$ cat src/rtl/lsq_pkg.sv
// Shared types for the line sequencer.
// Assumes: nothing beyond IEEE 1800-2017.
package lsq_pkg;

    typedef enum logic [1:0] {
        ST_IDLE = 2'd0,
        ST_TRIG = 2'd1,
        ST_RUN  = 2'd2,
        ST_HOLD = 2'd3
    } lsq_state_e;

    typedef struct packed {
        logic sel;
        logic trig;
        logic hold;
        logic silence;
        logic aux;
        logic jump;
        logic clear;
    } lsq_flags_t;

endpackage

$ cat src/rtl/lsq_timebase.sv
// Prescaler and duration counter for one running line.
// The prescaler produces evolve once every 2**shift clocks while run is high.
// Each evolve decrements the duration counter, and last marks the final evolve.
// Assumes: start and run are never high together, and shift is stable while run is high.
module lsq_timebase #(
    parameter int SHIFT_W = 3,
    parameter int DUR_W   = 16
) (
    input  logic               clk,
    input  logic               rst_n,
    input  logic               start,
    input  logic               run,
    input  logic [SHIFT_W-1:0] shift,
    input  logic [DUR_W-1:0]   dur_load,
    output logic               evolve,
    output logic               last
);
    localparam int PRE_W = (1 << SHIFT_W) - 1;

    logic [PRE_W-1:0] pre_q;
    logic [PRE_W-1:0] mask;
    logic [DUR_W-1:0] left_q;

    assign mask   = ~({PRE_W{1'b1}} << shift);
    assign evolve = run && (pre_q == mask);
    assign last   = evolve && (left_q == DUR_W'(1));

    // Prescaler: restarts at line start and wraps after each evolve.
    always_ff @(posedge clk) begin
        if (!rst_n)      pre_q <= '0;
        else if (start)  pre_q <= '0;
        else if (run)    pre_q <= evolve ? '0 : pre_q + PRE_W'(1);
    end

    // Duration counter: loads max(dur,1) at start and counts evolve pulses down.
    always_ff @(posedge clk) begin
        if (!rst_n)      left_q <= '0;
        else if (start)  left_q <= (dur_load == '0) ? DUR_W'(1) : dur_load;
        else if (evolve) left_q <= left_q - DUR_W'(1);
    end

    a_r3_evolve_gap: assert property (@(posedge clk) disable iff (!rst_n)
        (evolve && mask != '0) |=> !evolve);

    a_r4_count_live: assert property (@(posedge clk) disable iff (!rst_n)
        run |-> (left_q != '0));

endmodule

$ cat src/rtl/lsq_sat_add.sv
// Registered saturating adder for two signed samples.
// Assumes: both operands share the same width W.
module lsq_sat_add #(
    parameter int W = 16
) (
    input  logic                clk,
    input  logic                rst_n,
    input  logic signed [W-1:0] a,
    input  logic signed [W-1:0] b,
    output logic signed [W-1:0] y
);
    localparam logic [W-1:0] MAXV = {1'b0, {(W-1){1'b1}}};
    localparam logic [W-1:0] MINV = {1'b1, {(W-1){1'b0}}};

    logic [W:0] sum;
    assign sum = {a[W-1], a} + {b[W-1], b};

    // Clamp on overflow in either direction and register the result.
    always_ff @(posedge clk) begin
        if (!rst_n)                  y <= '0;
        else if (sum[W:W-1] == 2'b01) y <= MAXV;
        else if (sum[W:W-1] == 2'b10) y <= MINV;
        else                          y <= sum[W-1:0];
    end

    a_r10_no_wrap_pos: assert property (@(posedge clk) disable iff (!rst_n)
        (!a[W-1] && !b[W-1]) |=> !y[W-1]);

endmodule

$ cat src/rtl/line_sequencer.sv
// Top of the timed waveform line sequencer.
// It takes lines over valid/ready, gates them on trigger flags, strobes the
// selected executor, runs the timebase, and drives the per-line outputs.
// Assumes: the executors consume load_a/load_b/evolve on the same clock.
module line_sequencer
    import lsq_pkg::*;
#(
    parameter int SHIFT_W = 3,
    parameter int DUR_W   = 16,
    parameter int PAY_W   = 32,
    parameter int SMP_W   = 16
) (
    input  logic                    clk,
    input  logic                    rst_n,
    input  logic                    arm,
    input  logic                    trigger,
    input  logic                    line_valid,
    output logic                    line_ready,
    input  logic [DUR_W-1:0]        line_dur,
    input  logic [SHIFT_W-1:0]      line_shift,
    input  logic                    line_sel,
    input  logic                    line_trig,
    input  logic                    line_hold,
    input  logic                    line_silence,
    input  logic                    line_aux,
    input  logic                    line_jump,
    input  logic                    line_clear,
    input  logic [PAY_W-1:0]        line_payload,
    input  logic signed [SMP_W-1:0] exec_a,
    input  logic signed [SMP_W-1:0] exec_b,
    output logic [PAY_W-1:0]        payload_out,
    output logic                    load_a,
    output logic                    load_b,
    output logic                    evolve,
    output logic                    phase_clear,
    output logic                    jump_out,
    output logic                    aux_out,
    output logic                    silence_out,
    output logic signed [SMP_W-1:0] sample_out
);
    lsq_state_e           state_q;
    lsq_flags_t           flags_q;
    logic [SHIFT_W-1:0]   shift_q;
    logic [DUR_W-1:0]     dur_q;
    logic [PAY_W-1:0]     payload_q;
    logic                 first_q;
    logic                 accept;
    logic                 go_trig;
    logic                 start;
    logic                 running;
    logic                 last;
    logic [DUR_W-1:0]     dur_src;

    assign line_ready = arm && (state_q == ST_IDLE);
    assign accept     = line_valid && line_ready;
    assign go_trig    = (state_q == ST_TRIG) && trigger && arm;
    assign start      = (accept && !line_trig) || go_trig;
    assign running    = (state_q == ST_RUN);
    assign dur_src    = (state_q == ST_IDLE) ? line_dur : dur_q;

    // Capture the line fields when a line is taken.
    always_ff @(posedge clk) begin
        if (!rst_n) begin
            flags_q   <= '0;
            shift_q   <= '0;
            dur_q     <= '0;
            payload_q <= '0;
        end else if (accept) begin
            flags_q   <= '{sel: line_sel, trig: line_trig, hold: line_hold,
                           silence: line_silence, aux: line_aux,
                           jump: line_jump, clear: line_clear};
            shift_q   <= line_shift;
            dur_q     <= line_dur;
            payload_q <= line_payload;
        end
    end

    // Line state machine: idle, waiting for trigger, running, holding.
    always_ff @(posedge clk) begin
        if (!rst_n) state_q <= ST_IDLE;
        else begin
            unique case (state_q)
                ST_IDLE: if (accept)  state_q <= line_trig ? ST_TRIG : ST_RUN;
                ST_TRIG: if (go_trig) state_q <= ST_RUN;
                ST_RUN:  if (last)    state_q <= flags_q.hold ? ST_HOLD : ST_IDLE;
                ST_HOLD: if (trigger && arm) state_q <= ST_IDLE;
                default:              state_q <= ST_IDLE;
            endcase
        end
    end

    // Mark the first running cycle of a line.
    always_ff @(posedge clk) begin
        if (!rst_n) first_q <= 1'b0;
        else        first_q <= start;
    end

    lsq_timebase #(.SHIFT_W(SHIFT_W), .DUR_W(DUR_W)) u_timebase (
        .clk      (clk),
        .rst_n    (rst_n),
        .start    (start),
        .run      (running),
        .shift    (shift_q),
        .dur_load (dur_src),
        .evolve   (evolve),
        .last     (last)
    );

    lsq_sat_add #(.W(SMP_W)) u_sum (
        .clk   (clk),
        .rst_n (rst_n),
        .a     (exec_a),
        .b     (exec_b),
        .y     (sample_out)
    );

    assign payload_out = payload_q;
    assign load_a      = first_q && !flags_q.sel;
    assign load_b      = first_q &&  flags_q.sel;
    assign phase_clear = first_q && flags_q.clear;
    assign jump_out    = last && flags_q.jump;
    assign aux_out     = running && flags_q.aux;
    assign silence_out = running && flags_q.silence;

    a_r1_accept_leaves_idle: assert property (@(posedge clk) disable iff (!rst_n)
        accept |=> (state_q != ST_IDLE));

    a_r6_one_executor: assert property (@(posedge clk) disable iff (!rst_n)
        $onehot0({load_a, load_b}));

    a_r6_load_single: assert property (@(posedge clk) disable iff (!rst_n)
        (load_a || load_b) |=> !(load_a || load_b));

    a_r2_trig_gate: assert property (@(posedge clk) disable iff (!rst_n)
        (state_q == ST_TRIG && !(trigger && arm)) |=> (state_q == ST_TRIG));

    a_r5_hold_gate: assert property (@(posedge clk) disable iff (!rst_n)
        (state_q == ST_HOLD && !(trigger && arm)) |=> !line_ready);

    a_r7_aux_busy: assert property (@(posedge clk) disable iff (!rst_n)
        aux_out |-> !line_ready);

endmodule

$ cat config.mk
export PLATFORM = sky130hd
export DESIGN_NAME = line_sequencer
export DESIGN_NICKNAME = d
export VERILOG_FILES = /design/src/rtl/lsq_pkg.sv /design/src/rtl/lsq_timebase.sv /design/src/rtl/lsq_sat_add.sv /design/src/rtl/line_sequencer.sv
export SDC_FILE = /design/constraint.sdc
export NUM_CORES = 1
export LEC_CHECK = 0
export BUFFER_PORTS_ARGS = -buffer_cell sky130_fd_sc_hd__buf_2
export CAP_MARGIN = 20
export CORE_AREA = 3 3 103 105
export DETAILED_ROUTE_END_ITERATION = 12
export DIE_AREA = 0 0 106 108
export PLACE_DENSITY = 0.77
export SYNTH_ARGS = -nofsm -noshare
export SYNTH_HDL_FRONTEND = slang
export SYNTH_SLANG_ARGS = --single-unit
$ cat constraint.sdc
create_clock -name clk -period 2.6 [get_ports clk]
set_input_delay 0.26 -clock clk [delete_from_list [all_inputs] [get_ports clk]]
set_output_delay 0.26 -clock clk [all_outputs]
set_load 0.02 [all_outputs]
* Word level (Yosys, flattened, before mapping)
Index checks and enable logic that the tools add are counted.
** Storage, ports and cells
- Bits of input ports :: 95
- RAM bits :: 0
- Flip-flop bits (word level) :: 99
- Memories kept :: 0
- Latch bits :: 0
- Word-level logic and storage cells :: 69
- Memory bits (read-only) :: 0
** Operators by class
- Magnitude comparators :: 0
- Shifts and indexed selects :: 1
- Reductions and logical operators :: 23
- Bitwise operators :: 2
- Div/mod/pow operators :: 0
- Multipliers :: 0
- Eq/ne operators :: 11
- Multiplexer cells :: 14
- $add $sub $neg :: 3
** Operator list (number)
- $mux 16 :: 5
- $add 16x16->17 :: 1
- $eq 16x1->1 const B :: 1
- $logic_not 16->1 :: 1
- $sub 16x1->16 const B :: 1
- $mux 15 :: 1
- $logic_and 1x1->1 :: 14
- $mux 2 :: 6
- $pmux 2 s4 :: 1
- $add 7x1->7 const B :: 1
- $eq 7x7->1 :: 1
- $mux 7 :: 1
- $not 7->7 :: 1
- $shl 7x3->7 const A :: 1
- $eq 2x2->1 const B :: 3
- $ne 2x2->1 const B :: 3
- $eq 2x1->1 const B :: 2
- $reduce_and 4->1 :: 1
- $reduce_or 2->1 :: 2
- $logic_not 1->1 :: 2
- $logic_not 2->1 :: 1
- $ne 2x1->1 const B :: 1
- $reduce_bool 2->1 :: 1
- $logic_or 1x1->1 :: 1
- $not 1->1 :: 1

* Depth between registers and ports, before layout
Gate-level depths: netlist of the first run.
- Word-level depth :: 7
- Gate-level depth with buffers :: 10
- Depth with buffers taken out :: 8

* Modules after synthesis
From an unflattened synthesis of the first run, not the netlist that was laid out.
** Unflattened totals
- Cell total of the unflattened synthesis :: 636
- Area total of the unflattened synthesis :: 5251.3 um2
** Modules (own cells, without submodules)
- line_sequencer :: cells each 297, instances 1, area an instance 2570.0 um2
- lsq_timebase :: cells each 187, instances 1, area an instance 1428.9 um2
- lsq_sat_add :: cells each 152, instances 1, area an instance 1252.5 um2

* Least setup slack after synthesis of the first run
OpenSTA, ideal clock, no wires.
- Path kind :: register to output
- Start point :: reg u_timebase.left_q[4]
- End point :: out jump_out
- Arrival :: 2.035 ns
- Required time :: 2.340 ns
- Cell stages (with the launch flop) :: 7
- Path buffers :: 0
- Path slack :: 0.305 ns
- Cell sequence :: dfxtp_1 nor3_1 nand2_1 or3_2 nor4_2 nand3_1 nor2_1
** Between the ends
- Cells in the longest elaborated chain, start to end :: 3
** RTL lines
- start: declaration :: line lsq_timebase.sv:22 : logic [DUR_W-1:0] left_q;
- start signal: assignment :: line lsq_timebase.sv:38 : else if (start) left_q <= (dur_load == '0) ? DUR_W'(1) : dur_load;
- start signal: assignment :: line lsq_timebase.sv:39 : else if (evolve) left_q <= left_q - DUR_W'(1);
- $eq 16x1->1 :: line lsq_timebase.sv:26 : assign last = evolve && (left_q == DUR_W'(1));
- $logic_and 1x1->1 :: line lsq_timebase.sv:26
- $logic_and 1x1->1 :: line line_sequencer.sv:121 : assign jump_out = last && flags_q.jump;
- end: declaration :: line line_sequencer.sv:36 : output logic jump_out,
No other way between the ends.

* Worst setup path in the final report of the first run
- Start point :: reg shift_q[2]
- End point :: out jump_out
** Between the ends
- Cells in the longest elaborated chain, start to end :: 6
** RTL lines
- start: declaration :: line line_sequencer.sv:43 : logic [SHIFT_W-1:0] shift_q;
- start signal: assignment :: line line_sequencer.sv:72 : shift_q <= line_shift;
- $shl 7x3->7 :: line lsq_timebase.sv:24 : assign mask = ~({PRE_W{1'b1}} << shift);
- $not 7->7 :: line lsq_timebase.sv:24
- $eq 7x7->1 :: line lsq_timebase.sv:25 : assign evolve = run && (pre_q == mask);
- $logic_and 1x1->1 :: line lsq_timebase.sv:25
- $logic_and 1x1->1 :: line lsq_timebase.sv:26
- $logic_and 1x1->1 :: line line_sequencer.sv:121
No other way between the ends.

==> flow_summary.toml, run 1 <==
[global_route]
grt_pass1_wl_um = 23400
grt_util_all_layers_pct = 24.8
grt-ovfl-total = 0
grt_max_degree = 58
antenna_found_initial = 1
grt_pass1_vias = 5037

[detailed_routing]
via_per_inst = 5.58
avgRoutedWirePerCell_um = 15.3
vias = 5195
route.detailed.drc = 0
drt_first_iter_violations = 299
dr.pass1.iters = 5
drt-total-wl_um = 14200
ant_nets = 0

[clock_network]
cts.sinks = 99
root_buffer = "clkbuf_8"
numCtsBuffers = 9
clock_latency_ps = 370
cts_tree = "built"
h-tree-depth = 3
cts_max_path_buffers = 2
clkTransAtPathRegs_ps = 110

[placement]
placed_area_um2 = 5970
dpl.cell_count = 913
gp_congestion = 0.914
io_buffers = 150
dp_hpwl_um = 10600

[yosys]
syn-cell-area_um2 = 5090
synth_edf_count = 0
yosys.area.top_type = "dfxtp_1"
synth-simple-area-share_pct = 24.6
yosysTopAreaCellShare_pct = 38.9
syn_nets = 765
ys_seq_elements = 99
synthFlopType = "dfxtp_1"
synth_most_common_cell = "nand2_1"
seq_area_frac_synth_pct = 38.9
synth_warnings = 0
synthArstFlopShare_pct = 0
synth.avg_cell_area_um2 = 7.83
synthAdderAreaFrac_pct = 5.06
synth_top_family_by_area = "simple AND/OR/NAND/NOR gates"
synth_area_leaders = "dfxtp_1 (39%), nand2_1 (11%), a21oi_1 (8.9%)"
muxShareOfSynthArea_pct = 1.82
synthXorXnorAreaFrac_pct = 3.44
synth.distinct_cells = 61
netlist_top_cells_count = "nand2_1 (148), dfxtp_1 (99), a21oi_1 (91)"
synth_compound_gate_area_share_pct = 21.9
synthCells = 650

[hold_path]
hold_end = "payload_out[18]"
min_from = "line_payload[18]"
hold_path.class = "primary input to register"
holdPathStages = 3

[power]
p_total_mw = 4.07
clkPwrFrac_pct = 28.4
leakagePower_nw = 2.77
comb_power_share_pct = 28.4
p_sw_share_pct = 34.0
seqPwrFrac_pct = 43.2
switching_power_mw = 1.38
powerDensity_nw_per_um2 = 649
ir_drop_mv = 0.416
p_int_mw = 2.69

[critical_path]
cp-end-kind = "output pin"
r2r-start = "shift_q[2]"
r2r-end = "u_timebase.left_q[12]"
r2r_cells = 7
reg2reg_setup_slack_ps = 240
startpoint_type = "register"
critPathKind = "register to output pin"
cp-startpoint = "shift_q[2]"
path_max_fanout = 3
required_ps = 2340
cp.arrival_ps = 2250

[flow_run]
cap_violations = 0

[final_layout]
utilization_pct = 64.5
area_growth_pct = 23.2
nets = 907
fin_area_um2 = 6280
final_layout_size_suffix_gt1_share_pct = 26.0
final_cells = 931

[timing]
worst_slew_pin_slew_ps = 597
max_freq_ghz = 0.399
fin_skew_ps = 12.4
period_share_pct = 96.5
rsz0062_at_grt = "true"
worst_hold_slack_ps = 104
period_needed_ps = 2510
finalSetupViolations = 0
slew_violations = 0
hold_viol_final = 0
relSlewSlack_pct = 60.1

[floorplanning]
io_pins = 151
die_w_um = 106
initial_core_util_pct = 52.3
rows = 36
floorplan.die.height_um = 108
core_area_um2 = 9730
die-area_um2 = 11400

[outcome]
status = "finished, final reports clean"
==> cells in the final DEF (no fill, tap or decap), types with 7 or more instances in the layout <==
cell	synthesis	layout
dfxtp_1	99	95
nor2_1	26	25
inv_1	10	10
xnor2_1	9	9
nor4_1	11	11
ha_1	19	19
buf_4	2	13
a21oi_1	91	91
o211ai_1	7	7
xor2_1	11	11
nand2_1	148	147
nand3_1	18	17
o21ai_0	39	39
nand4_1	10	10
clkbuf_8	3	9
nor3_1	13	12
mux2i_1	7	7
buf_2	1	148
==> registers in the layout (all words and copies together) (netlist names) <==
signal and count:
dur_q 16, payload_out 32, u_timebase.pre_q 7, u_sum.y 16, state_q 2, flags_q 6
u_timebase.left_q 16, first_q 1, shift_q 3
==> power by group through the flow <==
stage / Sequential, mW / Combinational, mW / Clock (mW)
floorplan: 1.86 / 0.658 / 0
global route: 1.78 / 1.27 / 1.25
detailed placement: 1.79 / 1.11 / 0
CTS: 1.76 / 1.12 / 1.18
global placement: 1.78 / 1.08 / 0
finish: 1.76 / 1.16 / 1.16
==> stage by stage <==
step,TNS (ps),setup WS [ps]
4_1_cts,0,10.1
3_5_place_dp,0,144
6_report,0,90.9
2_1_floorplan,0,305
5_1_grt,-14.4,-14.4
3_3_place_gp,0,268
==> per-layer routing <==
metal	up-vias	track usage (%)	wire, µm
met4	0	7.77	276
met5	-	0	0
met3	22	6.81	1060
met2	197	43.0	7200
met1	2368	30.0	5680
li1	2608	-	-
==> cells by family after synthesis <==
kind of cell             after synthesis
XOR/XNOR                              20
buffers and inverters                 46
adder cells (fa/ha/maj)               20
multiplexers                           9
AND/OR/NAND/NOR                      269
flip-flops                            99
AO/OA/AOI/OAI                        187
==> final cells by class <==
cell class                 count  area [µm²]
clock inverter                 7         121
sequential                    99        1990
inverter                      12        45.0
timing repair buffer         165         901
antenna                        1        2.50
tap                          133         166
clock buffer                   9         124
multi-input combinational    505        2930
fill                         885        3450
==> worst max-delay path, cell delays in order (launching register included) <==
cell and delay (ps):
dfxtp_2 330, or4_4 510, mux2i_1 130, nor2_1 70, or3_4 380, inv_2 80, nand3_2 80, nor2_2 150
buf_6 130
==> worst max-delay path by stage <==
stage,endpoint
6_report,jump_out
5_1_grt,jump_out
4_1_cts,jump_out
3_5_place_dp,u_sum.y[8]
3_3_place_gp,u_sum.y[6]
2_1_floorplan,jump_out
==> repair_timing <==
action	CTS	global route
hold buffers	0	0
buffers inserted	0	1
cloned	0	0
endpoints found under the setup margin	2	2
resized for setup	4	12
pin swaps	1	5
(Power assumes the default switching activity.)
==> run 2, diff against run 1 <==
Settings changed: REMOVE_ABC_BUFFERS set to 1.
==> run 2 against run 1 <==
Effect of this change:
- global-route usage increased by 0.060 points
- highest routed layer is now met5
- sequential share of layout area increased by 0.16 points
- largest power group unchanged
- non-clock buffer count unchanged
- final area decreased by 0.64%
- flip-flop and latch count unchanged
- core utilization decreased by 0.41 points
- maximum frequency decreased by 1.2%
- register-to-register slack got worse by 20 ps
- critical endpoint unchanged
- worst hold slack about the same
- first-iteration DRC count decreased by 9.0%
==> flow_summary.toml, run 2 (synthesis gave the netlist of run 1 again) <==
[placement]
placed_area_um2 = 5970
dpl.cell_count = 913
io_buffers = 150
dp_hpwl_um = 10600
gp_congestion = 0.893

[detailed_routing]
vias = 5260
drt-total-wl_um = 14000
drt_first_iter_violations = 272
via_per_inst = 5.65
avgRoutedWirePerCell_um = 15.1
ant_nets = 0
route.detailed.drc = 0
dr.pass1.iters = 7

[critical_path]
cp-end-kind = "output pin"
path_max_fanout = 4
critPathKind = "register to output pin"
startpoint_type = "register"
required_ps = 2340
cp.arrival_ps = 2280

[hold_path]
hold_path.class = "primary input to register"

[timing]
slew_violations = 0
period_share_pct = 97.7
rsz0062_at_grt = "true"
worst_slew_pin_slew_ps = 682
fin_skew_ps = 12.0
relSlewSlack_pct = 54.1
finalSetupViolations = 0
max_freq_ghz = 0.394
period_needed_ps = 2540
hold_viol_final = 0

[global_route]
grt_pass1_vias = 5100
grt-ovfl-total = 0
grt_util_all_layers_pct = 24.8
grt_max_degree = 52
antenna_found_initial = 2
grt_pass1_wl_um = 23300

[floorplanning]
die_w_um = 106
core_area_um2 = 9730
initial_core_util_pct = 52.3
die-area_um2 = 11400
floorplan.die.height_um = 108
rows = 36
io_pins = 151

[final_layout]
area_growth_pct = 22.5
fin_area_um2 = 6240
final_layout_size_suffix_gt1_share_pct = 25.3
final_cells = 931
mostFrequentLayoutCells = "buf_2 (148), nand2_1 (147), dfxtp_1 (97)"
largest_register_ffs = 32
nets = 907
layout_commonest_cell = "buf_2"

[flow_run]
cap_violations = 0

[clock_network]
cts_tree = "built"
clock_latency_ps = 380
numCtsBuffers = 9
cts.sinks = 99
root_buffer = "clkbuf_8"
cts_hold_buf = 0
clkTransAtPathRegs_ps = 120
cts_max_path_buffers = 2
h-tree-depth = 3

[power]
leakagePower_nw = 2.75
powerDensity_nw_per_um2 = 629
ir_drop_mv = 0.282

[outcome]
status = "finished, final reports clean"
-- run 2: cell count changes in the layout (fill, tap and decap cells not counted) --
cell       previous run  this run
buf_4                13        14
buf_6                 2         1
bufinv_16             2         0
clkinv_1              0         1
clkinv_8              2         4
dfxtp_1              95        97
dfxtp_2               4         2
inv_2                 2         1
nor2_1               25        26
nor2_2                1         0
or4_1                 1         2
or4_4                 1         0
-- run 2: final timing paths --
| kind | cells after the start | startpoint | slack, ps | to |
|---|---|---|---|---|
| setup / recovery | 8 | u_timebase.pre_q[6] | 60 | jump_out |
| hold / removal | 3 | line_sel | 100 | flags_q[6] |
| setup reg to reg | 7 | u_timebase.pre_q[6] | 220 | u_timebase.left_q[10] |
| hold reg to reg | 2 | payload_out[0] | 460 | payload_out[0] |
-- run 2: final cells by class --
class	instances	area, µm²
Antenna cell	1	2.50
Inverter	12	45.0
Clock buffer	9	124
Fill cell	927	3490
Clock inverter	7	93.8
Sequential cell	99	1980
Tap cell	133	166
Timing Repair Buffer	165	897
Multi-Input combinational cell	505	2920
-- run 2: through the flow --
step	setup TNS (ps)	total power [mW]	hold WS (ps)	utilization, %	setup slack [ps]
floorplan	-8230	2.48	385	-	-259
global placement	0	2.86	438	61.4	240
detailed placement	0	2.90	443	61.4	107
CTS	0	3.93	82.0	63.8	8.50
global route	-80.1	4.15	80.2	64.1	-51.0
finish	0	3.92	104	64.1	60.7
-- run 2: where the power goes --
part	total (mW)	internal, mW	switching (mW)
Clock	1.02	0.392	0.630
Sequential	1.76	1.66	0.102
Combinational	1.14	0.460	0.682
Total	3.92	2.51	1.41
-- run 2: per-layer routing --
| metal | up-vias | global-route usage (%) | wire (µm) |
|---|---|---|---|
| li1 | 2609 | - | - |
| met1 | 2462 | 28.0 | 5330 |
| met2 | 166 | 45.5 | 7500 |
| met3 | 21 | 6.39 | 951 |
| met4 | 2 | 8.70 | 253 |
| met5 | - | 0 | 7 |
-- run 2: repair_timing --
action | 4_1_cts | 5_1_grt
pin swaps | 1 | 2
setup endpoints to repair | 2 | 2
hold endpoints to repair | 0 | 0
buffers inserted | 0 | 1
resized for setup | 5 | 5
-- run 2: worst max-delay path, stage by stage (launching register included) --
cell,delay [ps]
dfxtp_2,350
or4_1,520
mux2i_1,160
nor2_1,70
or3_4,380
clkinv_1,90
nand3_2,70
nor2_1,120
buf_4,150
==> run 3, diff against run 2 <==
Settings changed: CORE_AREA 3 3 103 105 to 3 3 111 113, DIE_AREA 0 0 106 108 to 0 0 114 116, PLACE_DENSITY 0.77 to 0.67.
==> run 3 against run 2 <==
Effect of this change:
- die area is 16% higher
- critical endpoint unchanged
- sequential share of layout area shrank 0.76 points
- power rose by 13%
- sequential power about the same
==> flow_summary.toml, run 3 (synthesis gave the netlist of run 1 again) <==
[detailed_routing]
avgRoutedWirePerCell_um = 15.2
drt_first_iter_violations = 271
drt-total-wl_um = 14300
ant_nets = 0
dr.pass1.iters = 5
vias = 5148
via_per_inst = 5.46
route.detailed.drc = 0

[final_layout]
ff_latch_area_um2 = 1980
area_growth_pct = 25.4
multi_input_area_um2 = 2930
utilization_pct = 55.9
nets = 909
largest_register_ffs = 32
final_layout_size_suffix_gt1_share_pct = 25.5
n_fill_cell = 1126
fin_area_um2 = 6380
antenna_cells = 0
mostFrequentLayoutCells = "buf_2 (149), nand2_1 (147), dfxtp_1 (98)"
layout_commonest_cell = "buf_2"

[clock_network]
clock_latency_ps = 350
root_buffer = "clkbuf_16"
cts_tree = "built"
cts_max_path_buffers = 2
h-tree-depth = 3
cts.sinks = 99
clkTransAtPathRegs_ps = 70
cts_hold_buf = 0
numCtsBuffers = 9

[placement]
dp_hpwl_um = 10800
io_buffers = 150
placed_area_um2 = 6000
place_ws_ps = 72.0
gp_congestion = 0.898

[critical_path]
cp.arrival_ps = 2200
path_max_fanout = 4
critPathKind = "register to output pin"
cp-end-kind = "output pin"
crit_end = "jump_out"
cp_common_cell = "nor2_1"
r2r_cells = 7
reg2reg_setup_slack_ps = 310
startpoint_type = "register"
worst-path-buf-inv = 2
cp-startpoint = "u_timebase.pre_q[6]"
worstPathCellList = "or4_1 > mux2i_1 > nor2_1 > or3_4 > clkinv_1 > nand3_2 > nor2_1 > buf_4"
crit_slowest_cell = "or4_1"
crit_family = "simple AND/OR/NAND/NOR gates"
required_ps = 2340
r2r-end = "u_timebase.left_q[12]"
critical_path_depth = 8
max_stage_delay_ps = 510
r2r-start = "u_timebase.pre_q[6]"

[floorplanning]
initial_core_util_pct = 44.6
rows = 39
core_area_um2 = 11400
die-area_um2 = 13200
floorplan.die.height_um = 116
die_w_um = 114
io_pins = 151

[timing]
period_needed_ps = 2460
max_freq_ghz = 0.407
hold_viol_final = 0
worst_slew_pin_slew_ps = 595
fin_ws_ps = 143
fin_skew_ps = 5.23
period_share_pct = 94.5
slew_violations = 0
relSlewSlack_pct = 59.8
rsz0062_at_grt = "false"
finalSetupViolations = 0

[power]
switching_power_mw = 1.43
p_int_mw = 3.00
comb_power_share_pct = 26.0
clkPwrFrac_pct = 34.3
ir_drop_mv = 0.518
p_sw_share_pct = 32.3
leakagePower_nw = 2.82
powerDensity_nw_per_um2 = 693
p_total_mw = 4.43
seqPwrFrac_pct = 39.7

[global_route]
grt-ovfl-total = 0
grt_util_all_layers_pct = 21.4
grt_pass1_vias = 4872
grt_pass1_wl_um = 23100
antenna_found_initial = 0
grt_max_degree = 42

[flow_run]
cap_violations = 0

[outcome]
status = "finished, final reports clean"

[hold_path]
hold_path.class = "primary input to register"
run 3: worst min-delay path by stage:
stage	startpoint	depth (start not counted)	slack, ps	endpoint
floorplan	rst_n	2	390	state_q[0]
global placement	flags_q[2]	2	440	flags_q[2]
detailed placement	flags_q[2]	2	440	flags_q[2]
CTS	line_payload[26]	3	130	payload_out[26]
global route	line_payload[16]	3	130	payload_out[16]
finish	line_payload[26]	3	140	payload_out[26]
run 3: layer usage:
| metal | global-route usage, % | routed length (µm) | up-vias |
|---|---|---|---|
| met4 | 8.55 | 402 | 0 |
| met2 | 37.1 | 7260 | 140 |
| met5 | 0 | 0 | - |
| li1 | - | - | 2612 |
| met3 | 6.53 | 837 | 30 |
| met1 | 24.8 | 5790 | 2366 |
run 3: stage by stage:
stage               TNS (ps)  hold slack, ps  cells
floorplan              -8230             385    616
finish                     0             139    942
detailed placement         0             445    925
global route               0             131    942
global placement           0             438    925
CTS                        0             126    941
run 3: area by class of cell:
type	count	share of cell area (%)
flip-flops and latches	99	31.1
clock buffers	9	3.53
inverters	12	0.706
repair buffers	167	14.2
clock inverters	7	1.78
multi-input cells	505	45.9
well taps	143	2.80
run 3: power by group through the flow:
stage / sequential [mW] / clock (mW) / combinational, mW
2_1_floorplan: 1.87 / 0 / 0.617
3_3_place_gp: 1.78 / 0 / 1.09
3_5_place_dp: 1.79 / 0 / 1.12
4_1_cts: 1.75 / 1.55 / 1.13
5_1_grt: 1.77 / 1.63 / 1.28
6_report: 1.76 / 1.52 / 1.15
run 3: what timing repair did:
action	in CTS	in global routing
endpoints found under the hold margin	0	0
buffers inserted	0	1
endpoints found under the setup margin	2	2
resized for setup	4	5
pin swaps	0	4
run 3: worst min-delay path, stage by stage:
cell     delay [ps]
buf_2            90
nand2_1          40
a21oi_1          50
